File: config.mk
export PLATFORM = sky130hd
export DESIGN_NAME = dbl_in_endpoint
export DESIGN_NICKNAME = d
export VERILOG_FILES = /design/src/rtl/pie_pkg.sv /design/src/rtl/pie_cfg_regs.sv /design/src/rtl/pie_slot_ctrl.sv /design/src/rtl/pie_irq_flags.sv /design/src/rtl/dbl_in_endpoint.sv
export SDC_FILE = /design/constraint.sdc
export NUM_CORES = 1
export LEC_CHECK = 0
export ABC_AREA = 1
export ABC_CLOCK_PERIOD_IN_PS = 2270
export CORE_ASPECT_RATIO = 0.8
export CORE_MARGIN = 2
export CORE_UTILIZATION = 32
export CTS_CLUSTER_DIAMETER = 60
export DETAILED_ROUTE_END_ITERATION = 6
export HOLD_SLACK_MARGIN = 0.06
export PLACE_DENSITY = 0.55
export SLEW_MARGIN = 20
export SYNTH_ARGS = -nofsm -noshare
export SYNTH_HDL_FRONTEND = slang
export SYNTH_SLANG_ARGS = --single-unit
export TNS_END_PERCENT = 10
File: constraint.sdc
create_clock -name clk -period 2.27 [get_ports clk]
set_input_delay 0.454 -clock clk [delete_from_list [all_inputs] [get_ports clk]]
set_output_delay 0.454 -clock clk [all_outputs]
set_load 0.01 [all_outputs]
File: src/rtl/pie_pkg.sv
package pie_pkg;
  localparam int ADDR_W = 3;
  localparam logic [ADDR_W-1:0] A_PAIR     = 3'd0;
  localparam logic [ADDR_W-1:0] A_CFG_EVEN = 3'd1;
  localparam logic [ADDR_W-1:0] A_CFG_ODD  = 3'd2;
  localparam logic [ADDR_W-1:0] A_BC_EVEN  = 3'd3;
  localparam logic [ADDR_W-1:0] A_BC_ODD   = 3'd4;
  localparam logic [ADDR_W-1:0] A_BUSY_CLR = 3'd5;
  localparam logic [ADDR_W-1:0] A_IRQ_CLR  = 3'd6;
  localparam logic [ADDR_W-1:0] A_OVR_CLR  = 3'd7;
  localparam int NUM_EP = 2;
endpackage

File: src/rtl/pie_cfg_regs.sv
module pie_cfg_regs
  import pie_pkg::*;
(
  input  logic              clk,
  input  logic              rst,
  input  logic              wr,
  input  logic [ADDR_W-1:0] addr,
  input  logic [1:0]        wbits,
  output logic              pair_en,
  output logic [NUM_EP-1:0] valid,
  output logic [NUM_EP-1:0] ie
);
  always_ff @(posedge clk) begin
    if (rst) begin
      pair_en <= 1'b0;
      valid   <= '0;
      ie      <= '0;
    end else if (wr) begin
      if (addr == A_PAIR) pair_en <= wbits[0];
      if (addr == A_CFG_EVEN) begin
        valid[0] <= wbits[0];
        ie[0]    <= wbits[1];
      end
      // odd configuration is frozen while the pair is formed
      if (addr == A_CFG_ODD && !pair_en) begin
        valid[1] <= wbits[0];
        ie[1]    <= wbits[1];
      end
    end
  end
endmodule

File: src/rtl/pie_slot_ctrl.sv
module pie_slot_ctrl
  import pie_pkg::*;
#(
  parameter int LEN_W = 7
) (
  input  logic              clk,
  input  logic              rst,
  input  logic              pair_en,
  input  logic [NUM_EP-1:0] valid,
  input  logic [NUM_EP-1:0] bc_wr,
  input  logic [LEN_W-1:0]  bc_val,
  input  logic [NUM_EP-1:0] bclr,
  input  logic [NUM_EP-1:0] oclr,
  input  logic              flush,
  input  logic              tx_ok,
  output logic              tx_req,
  output logic              tx_buf,
  output logic [LEN_W-1:0]  tx_len,
  output logic [NUM_EP-1:0] sent,
  output logic [NUM_EP-1:0] busy,
  output logic [NUM_EP-1:0] ovr
);
  logic [NUM_EP-1:0] full_q, full_n;
  logic [NUM_EP-1:0] ovr_n;
  logic              fp_q, fp_n, sp_q, sp_n;
  logic              mem_we, mem_wa;
  logic [LEN_W-1:0]  len_mem [NUM_EP];
  logic              done;

  // request selection from registered slot state
  always_comb begin
    if (pair_en) begin
      tx_req = valid[0] & full_q[sp_q];
      tx_buf = sp_q;
    end else begin
      tx_req = (valid[0] & full_q[0]) | (valid[1] & full_q[1]);
      tx_buf = !(valid[0] & full_q[0]);
    end
  end
  assign tx_len = len_mem[tx_buf];
  assign done   = tx_ok & tx_req;

  always_comb begin
    sent = '0;
    if (done) sent[pair_en ? 1'b0 : tx_buf] = 1'b1;
  end

  always_comb begin
    full_n = full_q;
    fp_n   = fp_q;
    sp_n   = sp_q;
    ovr_n  = ovr & ~oclr;
    mem_we = 1'b0;
    mem_wa = 1'b0;
    if (done) begin
      full_n[tx_buf] = 1'b0;
      if (pair_en) sp_n = ~sp_q;
    end
    if (pair_en) begin
      if (bc_wr[0]) begin
        if (&full_q) ovr_n[0] = 1'b1;
        else begin
          full_n[fp_q] = 1'b1;
          mem_we = 1'b1;
          mem_wa = fp_q;
          fp_n   = ~fp_q;
        end
      end
      if (bclr[0]) begin
        full_n = '0;
        fp_n   = 1'b0;
        sp_n   = 1'b0;
      end
    end else begin
      for (int i = 0; i < NUM_EP; i++) begin
        if (bc_wr[i]) begin
          if (full_q[i]) ovr_n[i] = 1'b1;
          else begin
            full_n[i] = 1'b1;
            mem_we = 1'b1;
            mem_wa = i[0];
          end
        end
        if (bclr[i]) full_n[i] = 1'b0;
      end
    end
    if (flush) begin
      full_n = '0;
      fp_n   = 1'b0;
      sp_n   = 1'b0;
    end
  end

  always_ff @(posedge clk) begin
    if (rst) begin
      full_q <= '0;
      fp_q   <= 1'b0;
      sp_q   <= 1'b0;
      ovr    <= '0;
    end else begin
      full_q <= full_n;
      fp_q   <= fp_n;
      sp_q   <= sp_n;
      ovr    <= ovr_n;
    end
  end

  // length store, no reset so it maps onto distributed or block RAM
  always_ff @(posedge clk) begin
    if (mem_we && !flush) len_mem[mem_wa] <= bc_val;
  end

  assign busy = pair_en ? {1'b0, &full_q} : full_q;
endmodule

File: src/rtl/pie_irq_flags.sv
module pie_irq_flags
  import pie_pkg::*;
(
  input  logic              clk,
  input  logic              rst,
  input  logic [NUM_EP-1:0] sent,
  input  logic [NUM_EP-1:0] ie,
  input  logic [NUM_EP-1:0] iclr,
  output logic [NUM_EP-1:0] irq
);
  for (genvar g = 0; g < NUM_EP; g++) begin : g_flag
    always_ff @(posedge clk) begin
      if (rst) irq[g] <= 1'b0;
      else if (sent[g] && ie[g]) irq[g] <= 1'b1;
      else if (iclr[g]) irq[g] <= 1'b0;
    end
  end
endmodule

File: src/rtl/dbl_in_endpoint.sv
module dbl_in_endpoint
  import pie_pkg::*;
#(
  parameter int LEN_W = 7
) (
  input  logic              clk,
  input  logic              rst,
  input  logic              cpu_wr,
  input  logic [ADDR_W-1:0] cpu_addr,
  input  logic [LEN_W-1:0]  cpu_wdata,
  input  logic              tx_ok,
  output logic              tx_req,
  output logic              tx_buf,
  output logic [LEN_W-1:0]  tx_len,
  output logic              busy_even,
  output logic              busy_odd,
  output logic              irq_even,
  output logic              irq_odd,
  output logic              ovr_even,
  output logic              ovr_odd
);
  logic              pair_en;
  logic [NUM_EP-1:0] valid, ie, bc_wr, bclr, iclr, oclr, sent, busy, irq, ovr;
  logic              flush;

  function automatic logic [NUM_EP-1:0] strobe(input logic [ADDR_W-1:0] a);
    return (cpu_wr && cpu_addr == a) ? cpu_wdata[NUM_EP-1:0] : '0;
  endfunction

  assign flush    = cpu_wr && cpu_addr == A_PAIR;
  assign bc_wr[0] = cpu_wr && cpu_addr == A_BC_EVEN;
  assign bc_wr[1] = cpu_wr && cpu_addr == A_BC_ODD && !pair_en;
  assign bclr     = strobe(A_BUSY_CLR);
  assign iclr     = strobe(A_IRQ_CLR);
  assign oclr     = strobe(A_OVR_CLR);

  pie_cfg_regs u_cfg (
    .clk(clk), .rst(rst), .wr(cpu_wr), .addr(cpu_addr), .wbits(cpu_wdata[1:0]),
    .pair_en(pair_en), .valid(valid), .ie(ie)
  );

  pie_slot_ctrl #(.LEN_W(LEN_W)) u_slots (
    .clk(clk), .rst(rst), .pair_en(pair_en), .valid(valid), .bc_wr(bc_wr),
    .bc_val(cpu_wdata), .bclr(bclr), .oclr(oclr), .flush(flush), .tx_ok(tx_ok),
    .tx_req(tx_req), .tx_buf(tx_buf), .tx_len(tx_len), .sent(sent),
    .busy(busy), .ovr(ovr)
  );

  pie_irq_flags u_irq (
    .clk(clk), .rst(rst), .sent(sent), .ie(ie), .iclr(iclr), .irq(irq)
  );

  assign busy_even = busy[0];
  assign busy_odd  = busy[1];
  assign irq_even  = irq[0];
  assign irq_odd   = irq[1];
  assign ovr_even  = ovr[0];
  assign ovr_odd   = ovr[1];
endmodule

==> results of run 1 <==
==> logic make-up after synthesis <==
kind of cell / Yosys count
xor gates and xnor gates: 1
AOI/OAI and AO/OA: 24
and+or+nand+nor: 50
muxes: 7
DFF: 27
buffers and inverters: 22
==> cells in the final DEF (no fill, tap or decap), drive strengths merged <==
cell            n
nand2          28
clkdlybuf4s50  20
inv            20
nor2           14
edfxtp         14
dfxtp          13
o21ai           8
mux2            7
a21oi           7
a211oi          5
dlygate4sd2     5
buf             5
nand3           4
nand4           3
o31ai           3
clkbuf          3
dlymetal6s2s    3
nor3            2
a21boi          1
xor2            1
clkinvlp        1
==> synth_stat cells (all sizes together) <==
cell / instances
edfxtp: 14
o21ai: 8
xor2: 1
nor3: 2
dfxtp: 13
nand4: 3
nand2: 27
nor2: 14
clkbuf: 1
a21oi: 7
nand3: 4
o31ai: 3
buf: 1
a211oi: 5
a21boi: 1
mux2: 7
inv: 20
==> power by group through the flow <==
stage / clock network [mW] / registers, mW / logic [mW]
floorplan: 0 / 0.537 / 0.0474
global placement: 0 / 0.539 / 0.0990
detailed placement: 0 / 0.539 / 0.100
CTS: 0.292 / 0.528 / 0.101
global route: 0.314 / 0.529 / 0.111
finish: 0.279 / 0.528 / 0.100
==> final timing paths <==
path / startpoint / to / slack (ps) / cells after the start
worst max-delay path: u_cfg.pair_en / busy_even / 70 / 5
worst min-delay path: u_irq.irq[0] / u_irq.irq[0] / 480 / 2
worst max register to register: u_cfg.pair_en / u_slots.len_mem[0][1] / 640 / 5
worst min register to register: u_irq.irq[0] / u_irq.irq[0] / 480 / 2
==> per-layer routing <==
layer / up-vias / global-route usage
li1: 512 / -
met1: 455 / 0.167
met2: 24 / 0.235
met3: 5 / 0.0388
met4: 0 / 0.0753
met5: - / 0
==> worst min-delay path, delay by kind of cell (launching register included) <==
| family | cells | cell delay (ps) |
|---|---|---|
| AOI/OAI and AO/OA | 2 | 120 |
| DFF | 1 | 320 |
==> flip-flops by register name (all words and copies together) (netlist names) <==
register	count
u_slots.sp_q	1
u_irq.irq	2
u_cfg.valid	2
u_slots.fp_q	1
u_slots.full_q	2
u_cfg.pair_en	1
u_cfg.ie	2
u_slots.len_mem	14
u_slots.ovr	2
==> metrics by stage <==
stage,utilization,instances,setup slack [ps]
2_1_floorplan,-,131,459
3_3_place_gp,0.426,205,202
4_1_cts,0.443,211,7.09
6_report,0.448,211,68.8
3_5_place_dp,0.426,205,184
5_1_grt,0.448,211,3.26
==> area by class of cell <==
class | count | area, sq um
fillers | 368 | 2070
flip-flops and latches | 27 | 683
multi-input cells | 83 | 502
repair buffers | 33 | 319
inverters | 20 | 75.1
well taps | 44 | 55.1
clock buffers | 3 | 41.3
clock inverters | 1 | 7.51
==> repair_timing <==
item	4_1_cts	5_1_grt
pin swaps	1	0
endpoints found under the hold margin	0	0
hold buffers	0	0
gates resized for setup	9	7
setup endpoints to repair	8	3
buffers inserted	1	0
cloned	1	0
==> impl_metrics.env, run 1 <==
export IMPL_status="complete, no violations"
export IMPL_dr_pass1_iters=4
export IMPL_drt_iter0_markers=26
export IMPL_cts_root_buf="clkbuf_8"
export IMPL_place_area_sq_um=1600
export IMPL_grt_first_pass_wirelength_microns=4600
export IMPL_clk_latency_ps=280
export IMPL_seqPwrFrac=0.582
export IMPL_hold_class="register to register"
export IMPL_synth_seq_cells=27
export IMPL_cts_tree="yes"
export IMPL_synth_area_mux_share=0.0633
export IMPL_cap_violations=0
export IMPL_setup_viol=0
export IMPL_crit_chain="inv_2 > buf_4 > o21ai_0 > inv_1 > clkdlybuf4s50_1"
export IMPL_crit_path_max_fanout=7
export IMPL_cts_reportedPaths_clkPinSlew_ps=90
export IMPL_yosys_area_share_simple=0.187
export IMPL_combPwrFrac=0.110
export IMPL_antenna_found_initial=0
export IMPL_grt_util_all_layers=0.141
export IMPL_synth_top_family_by_area="simple AND/OR/NAND/NOR gates"
export IMPL_timing_setup_tns_ps=0
export IMPL_synthAdderAreaFrac=0
export IMPL_highest_layer="met4"
export IMPL_synth_cells=131
export IMPL_leakagePower_nw=0.686
export IMPL_num_vias=996
export IMPL_num_rows=20
export IMPL_final_hold_viol_count=0
export IMPL_slowest_delay_ps=480
export IMPL_fp_dieW_microns=73.7
export IMPL_syn_nets=145
export IMPL_yosys_area_top_type="edfxtp_1"
export IMPL_port_buffers=28
export IMPL_chipHeight_microns=59.8
export IMPL_fin_skew_ps=2.96
export IMPL_met2_length_microns=1230
export IMPL_cts_sinks=27
export IMPL_crit_family="buffers and inverters"
export IMPL_end_kind="primary output"
export IMPL_worst_path_max_delay_cell="clkdlybuf4s50_1"
export IMPL_final_max_slew_viol_count=0
export IMPL_power_mw=0.908
export IMPL_clock_fmax_mhz=454
export IMPL_fin_crit_sh=0.970
export IMPL_critPathBufInv=4
export IMPL_hpwl_microns=2050
export IMPL_swShare=0.233
export IMPL_synth_seq_area_share=0.547
export IMPL_post_route_cells_drive_above_1_share=0.186
export IMPL_cts_htree_levels=1
export IMPL_arrival_ps=1750
export IMPL_core_area_sq_um=3750
export IMPL_rsz0062_at_grt="false"
export IMPL_ant_nets=0
export IMPL_final_cell_area_sq_um=1680
export IMPL_synth_xor_area_share=0.00704
export IMPL_cp_start_kind="register"
export IMPL_start_util=0.332
export IMPL_slew_headroom=0.743
export IMPL_nets=182
export IMPL_grt_overflow_total=0
export IMPL_max_vdd_ir_drop_mv=0.302
export IMPL_routed_wl_microns=2740
export IMPL_whs_ps=480
export IMPL_p_per_area_nw_per_um2=539
export IMPL_cts_buffer_depth=2
export IMPL_routedWlPerCell_microns=13.0
export IMPL_die_area_sq_um=4410
export IMPL_critPathRequiredTime_ps=1820
export IMPL_synth_cell_type_count=23
export IMPL_synth_top_area_frac=0.338
export IMPL_drt_met1_wl_microns=1340
export IMPL_post_route_drc_count=0
export IMPL_place_congestion=0.903
export IMPL_top_level_ports=29
export IMPL_crit_type="register to primary output"
export IMPL_drt_vias_per_instance=4.72
export IMPL_grt_pass1_vias=1015
export IMPL_min_period_ps=2200
export IMPL_ys_warn_count=0
export IMPL_synth_area_per_cell_sq_um=9.50
export IMPL_syn_area_sq_um=1240
export IMPL_worst_slew_pin_slew_ps=382
export IMPL_n_antenna_cell=0
export IMPL_switchingPower_mw=0.211
export IMPL_area_growth_pct=35.2
export IMPL_yosys_top_cells_area="edfxtp_1 34%, dfxtp_1 21%, nand2_1 7.2%, mux2_2 6.3%, inv_1 5.4%"
export IMPL_cts_buffers=3
export IMPL_synth_compound_area_frac=0.127
export IMPL_p_int_mw=0.696
export IMPL_grt_max_degree=17
export IMPL_dr_wl_met3_microns=112
export IMPL_pwr_share_clk=0.308
Power figures use the tool's default switching activity.
==> run 2, diff against run 1 <==
--- a/config.mk
+++ b/config.mk
@@ -5,11 +5,11 @@
 export SDC_FILE = /design/constraint.sdc
 export NUM_CORES = 1
 export LEC_CHECK = 0
-export ABC_AREA = 1
 export ABC_CLOCK_PERIOD_IN_PS = 2270
 export CORE_ASPECT_RATIO = 0.8
 export CORE_MARGIN = 2
 export CORE_UTILIZATION = 32
+export CTS_BUF_LIST = sky130_fd_sc_hd__clkbuf_8
 export CTS_CLUSTER_DIAMETER = 60
 export DETAILED_ROUTE_END_ITERATION = 6
 export HOLD_SLACK_MARGIN = 0.06
==> run 2 against run 1 <==
First-iteration DRC count rose by 96%. Cell count is 0.47% higher. Largest power group unchanged. Via count is 6.1% higher. Routed wire length increased by 10%. Worst hold slack got worse by 18 ps. Sequential cell count unchanged. Non-clock buffer count rose by 11. Utilization is 2.9 points higher. Register-to-register slack improved by 40 ps. Fmax is 0.90% higher. Cell area rose by 10%.
==> impl_metrics.env, run 2 <==
export IMPL_port_buffers=28
export IMPL_clock_fmax_mhz=458
export IMPL_critPathRequiredTime_ps=1820
export IMPL_critPathBufInv=2
export IMPL_num_vias=1057
export IMPL_fin_crit_sh=0.961
export IMPL_pwr_share_clk=0.299
export IMPL_crit_type="register to primary output"
export IMPL_combPwrFrac=0.120
export IMPL_cts_reportedPaths_clkPinSlew_ps=90
export IMPL_seqPwrFrac=0.581
export IMPL_fin_skew_ps=4.26
export IMPL_cp_start_kind="register"
export IMPL_routedWlPerCell_microns=14.2
export IMPL_nFillCells=354
export IMPL_utilization=0.477
export IMPL_arrival_ps=1730
export IMPL_synth_edf_count=14
export IMPL_core_area_sq_um=3880
export IMPL_p_int_mw=0.702
export IMPL_post_route_cells_drive_above_1_share=0.268
export IMPL_cts_hold_buf=0
export IMPL_fp_dieW_microns=75.9
export IMPL_synthFlopType="edfxtp_1"
export IMPL_ant_nets=0
export IMPL_max_vdd_ir_drop_mv=0.299
export IMPL_yosys_top_cells_area="edfxtp_1 32%, dfxtp_1 20%, mux2_2 6.0%, mux2i_1 4.5%, nand2_1 2.8%"
export IMPL_hpwl_microns=2180
export IMPL_grt_overflow_total=0
export IMPL_place_congestion=0.810
export IMPL_crit_path_max_fanout=5
export IMPL_crit_family="multiplexers"
export IMPL_cts_buffer_depth=2
export IMPL_reg2regPathDepth=3
export IMPL_hold_class="register to register"
export IMPL_timing_setup_tns_ps=0
export IMPL_chipHeight_microns=61.5
export IMPL_setup_viol=0
export IMPL_largest_reg_flops=14
export IMPL_min_period_ps=2180
export IMPL_min_to="u_irq.irq[0]"
export IMPL_swShare=0.224
export IMPL_cts_buffers=3
export IMPL_area_growth_pct=39.8
export IMPL_min_from="u_irq.irq[0]"
export IMPL_nets=172
export IMPL_mostFrequentLayoutCells="20 x clkdlybuf4s50_1, 14 x buf_4, 14 x edfxtp_1"
export IMPL_dr_pass1_iters=4
export IMPL_leakagePower_nw=0.704
export IMPL_whs_ps=461
export IMPL_yosysMostFrequentCell="edfxtp_1"
export IMPL_end_kind="primary output"
export IMPL_cts_root_buf="clkbuf_8"
export IMPL_yosys_top_cells_count="14 x edfxtp_1, 13 x dfxtp_1, 10 x nand2_1, 10 x nor2_1, 7 x mux2_2"
export IMPL_r2r_start="u_cfg.pair_en"
export IMPL_num_rows=20
export IMPL_synth_cell_type_count=41
export IMPL_final_common_cell="clkdlybuf4s50_1"
export IMPL_final_max_slew_viol_count=0
export IMPL_synth_seq_cells=27
export IMPL_grt_pass1_vias=1028
export IMPL_rsz0062_at_grt="true"
export IMPL_post_route_drc_count=0
export IMPL_die_area_sq_um=4670
export IMPL_ys_warn_count=0
export IMPL_synth_seq_area_share=0.514
export IMPL_drt_iter0_markers=51
export IMPL_top_level_ports=29
export IMPL_drt_vias_per_instance=4.99
export IMPL_yosys_area_top_type="edfxtp_1"
export IMPL_synth_top_area_frac=0.318
export IMPL_worst_slew_pin_slew_ps=441
export IMPL_timing_rr_end="u_slots.len_mem[1][3]"
export IMPL_status="complete, no violations"
export IMPL_worst_path_max_delay_cell="dfxtp_4"
export IMPL_cts_sinks=27
export IMPL_final_hold_viol_count=0
export IMPL_synth_area_per_cell_sq_um=11.5
export IMPL_syn_area_sq_um=1320
export IMPL_n_antenna_cell=0
export IMPL_antenna_found_initial=0
export IMPL_synth_cells=115
export IMPL_slew_headroom=0.703
export IMPL_grt_max_degree=17
export IMPL_clk_latency_ps=270
export IMPL_grt_util_all_layers=0.145
export IMPL_switchingPower_mw=0.203
export IMPL_start_util=0.341
export IMPL_cts_tree="yes"
export IMPL_r2r_setup_slack_ps=680
export IMPL_pre_cts_slack_ps=114
export IMPL_crit_chain="buf_12 > mux2i_4 > mux2_2 > dlygate4sd2_1"
export IMPL_syn_nets=129
export IMPL_cts_htree_levels=1
export IMPL_grt_first_pass_wirelength_microns=5240
export IMPL_largest_register="u_slots.len_mem"
export IMPL_slowest_delay_ps=400
export IMPL_cap_violations=0
export IMPL_setup_slack_ps=88.3
export IMPL_holdPathStages=2
export IMPL_routed_wl_microns=3020
export IMPL_async_reset_ff_frac=0
export IMPL_p_per_area_nw_per_um2=489
run 2: cell count changes after synthesis, moves of 4 or more:
| cell | delta |
|---|---|
| inv_1 | -14 |
| buf_2 | +4 |
| nand2_1 | -14 |
| mux2i_1 | +6 |
| a211oi_1 | -4 |
| nor2_1 | -4 |
| o21ai_0 | -5 |
run 2: layer usage:
| metal | GRT usage | part of all wire | vias to the layer above |
|---|---|---|---|
| li1 | - | - | 516 |
| met2 | 0.241 | 0.46 | 24 |
| met1 | 0.194 | 0.48 | 515 |
| met5 | 0 | 0 | - |
| met3 | 0.0396 | 0.052 | 2 |
| met4 | 0.0312 | 0.0050 | 0 |
run 2: final cells by class:
class                   instances  area (sq um)  share of cell area
repair buffers                 44           418               0.226
clock buffers                   3          41.3              0.0223
multi-input cells              78           613               0.331
clock inverters                 1          5.00             0.00270
inverters                       4          15.0             0.00811
flip-flops and latches         27           689               0.373
well taps                      55          68.8              0.0372
run 2: stage by stage:
step           instances  power (mW)  instance area [sq um]
5_1_grt              212       0.947                   1850
2_1_floorplan        115       0.582                   1320
3_3_place_gp         205       0.642                   1740
6_report             212       0.905                   1850
3_5_place_dp         205       0.644                   1740
4_1_cts              211       0.916                   1820
run 2: how the worst max path moves through the flow:
stage	startpoint	cells past startpoint	to	slack [ps]
floorplan	cpu_addr[2]	3	u_slots.len_mem[0][0]	390
global placement	cpu_wr	4	u_slots.len_mem[1][1]	130
detailed placement	u_cfg.pair_en	3	tx_len[1]	110
CTS	u_cfg.pair_en	3	tx_len[5]	5
global route	u_cfg.pair_en	4	tx_len[1]	-10
finish	u_cfg.pair_en	4	tx_len[1]	90
run 2: power by group through the flow:
stage	combinational (mW)	sequential, mW	clock (mW)
2_1_floorplan	0.0475	0.534	0
3_3_place_gp	0.106	0.536	0
3_5_place_dp	0.107	0.537	0
4_1_cts	0.109	0.526	0.282
5_1_grt	0.119	0.527	0.301
6_report	0.109	0.526	0.271
run 2: repair_timing:
action | in CTS | in global routing
endpoints found under the setup margin | 8 | 3
resized for setup | 12 | 5
buffers inserted | 1 | 1
gates cloned | 1 | 0
run 2: tightest hold or removal path, cell delays in order, from the launching register on:
cell	delay, ps
dfxtp_1	320
nand2_1	50
a21oi_1	50
run 2: cell families after synthesis:
kind of cell           share of synthesized area
AOI/OAI and AO/OA                          0.126
DFF                                        0.514
and+or+nand+nor                            0.195
muxes                                      0.122
buffers and inverters                     0.0435
==> run 3, diff against run 2 <==
--- a/config.mk
+++ b/config.mk
@@ -6,7 +6,6 @@
 export NUM_CORES = 1
 export LEC_CHECK = 0
 export ABC_CLOCK_PERIOD_IN_PS = 2270
-export CORE_ASPECT_RATIO = 0.8
 export CORE_MARGIN = 2
 export CORE_UTILIZATION = 32
 export CTS_BUF_LIST = sky130_fd_sc_hd__clkbuf_8
==> run 3 against run 2 <==
Cell count shrank 1.9%. Global-route usage is essentially flat. Via count grew 1.1%. Setup slack gained 68 ps. Clock power grew 3%. Fmax grew 3.2%. Sequential share of layout area grew 0.29 points. Die area is essentially flat. Critical path type unchanged. Largest power group unchanged.
==> impl_metrics.env, run 3 (synthesis gave the netlist of run 2 again) <==
export IMPL_timing_rr_end="u_slots.len_mem[1][0]"
export IMPL_use_met1=0.189
export IMPL_power_mw=0.915
export IMPL_core_area_sq_um=4000
export IMPL_switchingPower_mw=0.211
export IMPL_final_hold_viol_count=0
export IMPL_post_route_cells_drive_above_1_share=0.266
export IMPL_r2r_setup_slack_ps=650
export IMPL_utilization=0.458
export IMPL_grt_pass1_vias=1059
export IMPL_cp_num_cells=3
export IMPL_drt_iter0_markers=46
export IMPL_slowest_delay_ps=530
export IMPL_fin_skew_ps=5.61
export IMPL_cp_start_kind="register"
export IMPL_num_vias=1069
export IMPL_routedWlPerCell_microns=14.6
export IMPL_cts_root_buf="clkbuf_8"
export IMPL_setup_slack_ps=156
export IMPL_grt_util_all_layers=0.144
export IMPL_final_cell_area_sq_um=1830
export IMPL_drt_vias_per_instance=5.14
export IMPL_fin_crit_sh=0.931
export IMPL_place_congestion=0.739
export IMPL_post_route_drc_count=0
export IMPL_cts_buffer_depth=2
export IMPL_layoutNonFillerInstCount=208
export IMPL_end_kind="primary output"
export IMPL_nets=173
export IMPL_min_period_ps=2110
export IMPL_ant_nets=0
export IMPL_hold_class="register to register"
export IMPL_cts_sinks=27
export IMPL_combPwrFrac=0.119
export IMPL_chipHeight_microns=68.3
export IMPL_largest_reg_flops=14
export IMPL_antenna_found_initial=0
export IMPL_whs_ps=460
export IMPL_crit_chain="nand2b_1 > and2_1 > clkdlybuf4s50_1"
export IMPL_largest_register="u_slots.len_mem"
export IMPL_critPathCapture="busy_even"
export IMPL_top_level_ports=29
export IMPL_globalRoute_busiestLayer="met2"
export IMPL_crit_path_max_fanout=9
export IMPL_cts_hold_buf=0
export IMPL_p_int_mw=0.704
export IMPL_grt_max_degree=17
export IMPL_start_util=0.331
export IMPL_grt_overflow_total=0
export IMPL_mostFrequentLayoutCells="20 x clkdlybuf4s50_1, 17 x buf_4, 14 x edfxtp_1"
export IMPL_grt_use_met3=0.0197
export IMPL_cts_reportedPaths_clkPinSlew_ps=100
export IMPL_hpwl_microns=2190
export IMPL_final_common_cell="clkdlybuf4s50_1"
export IMPL_die_area_sq_um=4670
export IMPL_rsz0062_at_grt="false"
export IMPL_n_antenna_cell=0
export IMPL_clk_latency_ps=270
export IMPL_timing_setup_tns_ps=0
export IMPL_dr_pass1_iters=4
export IMPL_routed_wl_microns=3040
export IMPL_num_rows=23
export IMPL_cts_tree="yes"
export IMPL_clock_fmax_mhz=473
export IMPL_grt_use_met2=0.249
export IMPL_p_per_area_nw_per_um2=499
export IMPL_leakagePower_nw=0.687
export IMPL_pre_cts_slack_ps=122
export IMPL_cap_violations=0
export IMPL_port_buffers=28
export IMPL_setup_viol=0
export IMPL_startpoint="u_slots.full_q[1]"
export IMPL_grt_first_pass_wirelength_microns=5000
export IMPL_critPathRequiredTime_ps=1820
export IMPL_critPathBufInv=1
export IMPL_pwr_share_clk=0.306
export IMPL_fp_dieW_microns=68.3
export IMPL_dp_cells=201
export IMPL_status="complete, no violations"
export IMPL_slew_headroom=0.720
export IMPL_crit_family="flip-flops"
export IMPL_arrival_ps=1660
export IMPL_r2r_start="u_cfg.pair_en"
export IMPL_worst_path_max_delay_cell="dfxtp_1"
export IMPL_crit_type="register to primary output"
export IMPL_place_area_sq_um=1740
export IMPL_final_max_slew_viol_count=0
export IMPL_seqPwrFrac=0.574
export IMPL_worst_slew_pin_slew_ps=416
export IMPL_area_growth_pct=38.5
export IMPL_cts_buffers=3
export IMPL_swShare=0.231
export IMPL_reg2regPathDepth=3
export IMPL_max_vdd_ir_drop_mv=0.230
export IMPL_cts_htree_levels=1
==> run 3: layout make-up <==
type                            count  area [sq um]
Clock buffer                        3          41.3
Clock inverter                      1          7.51
Fill cell                         383          2170
Inverter                            4          15.0
Multi-Input combinational cell     78           613
Sequential cell                    27           688
Tap cell                           50          62.6
Timing Repair Buffer               45           405
==> run 3: repair_timing <==
| item | in CTS | in global routing |
|---|---|---|
| hold endpoints to repair | 0 | 0 |
| resized for setup | 13 | 2 |
| endpoints found under the setup margin | 8 | 2 |
| setup buffers | 1 | 1 |
| cloned | 1 | 0 |
| pin swaps | 0 | 0 |
==> run 3: power groups by stage <==
stage	Clock, mW	Sequential [mW]	Combinational, mW
global route	0.304	0.526	0.120
finish	0.280	0.525	0.109
global placement	0	0.536	0.108
CTS	0.287	0.526	0.110
floorplan	0	0.534	0.0475
detailed placement	0	0.537	0.110
==> run 3: worst min-delay path by stage <==
stage                       startpoint            to  slack [ps]  cells past startpoint
after detailed placement  u_irq.irq[1]  u_irq.irq[1]         450                      2
after global placement    u_irq.irq[1]  u_irq.irq[1]         440                      2
after global routing      u_irq.irq[0]  u_irq.irq[0]         490                      2
after floorplan            u_cfg.ie[1]  u_irq.irq[1]         450                      2
final                     u_irq.irq[1]  u_irq.irq[1]         460                      2
after CTS                 u_irq.irq[1]  u_irq.irq[1]         460                      2
==> run 3: layer usage <==
metal | wire, microns | vias up | part of all wire
li1 | - | 519 | -
met1 | 1440 | 516 | 0.47
met2 | 1430 | 30 | 0.47
met3 | 149 | 4 | 0.049
met4 | 26 | 0 | 0.0085
met5 | 0 | - | 0
==> run 3: worst reg2reg max path: cells and delay by family (launching register included) <==
kind                   cells  cell delay (ps)
AND/OR/NAND/NOR            1              440
flip-flops                 1              380
AO/OA/AOI/OAI              1              300
buffers and inverters      1              210
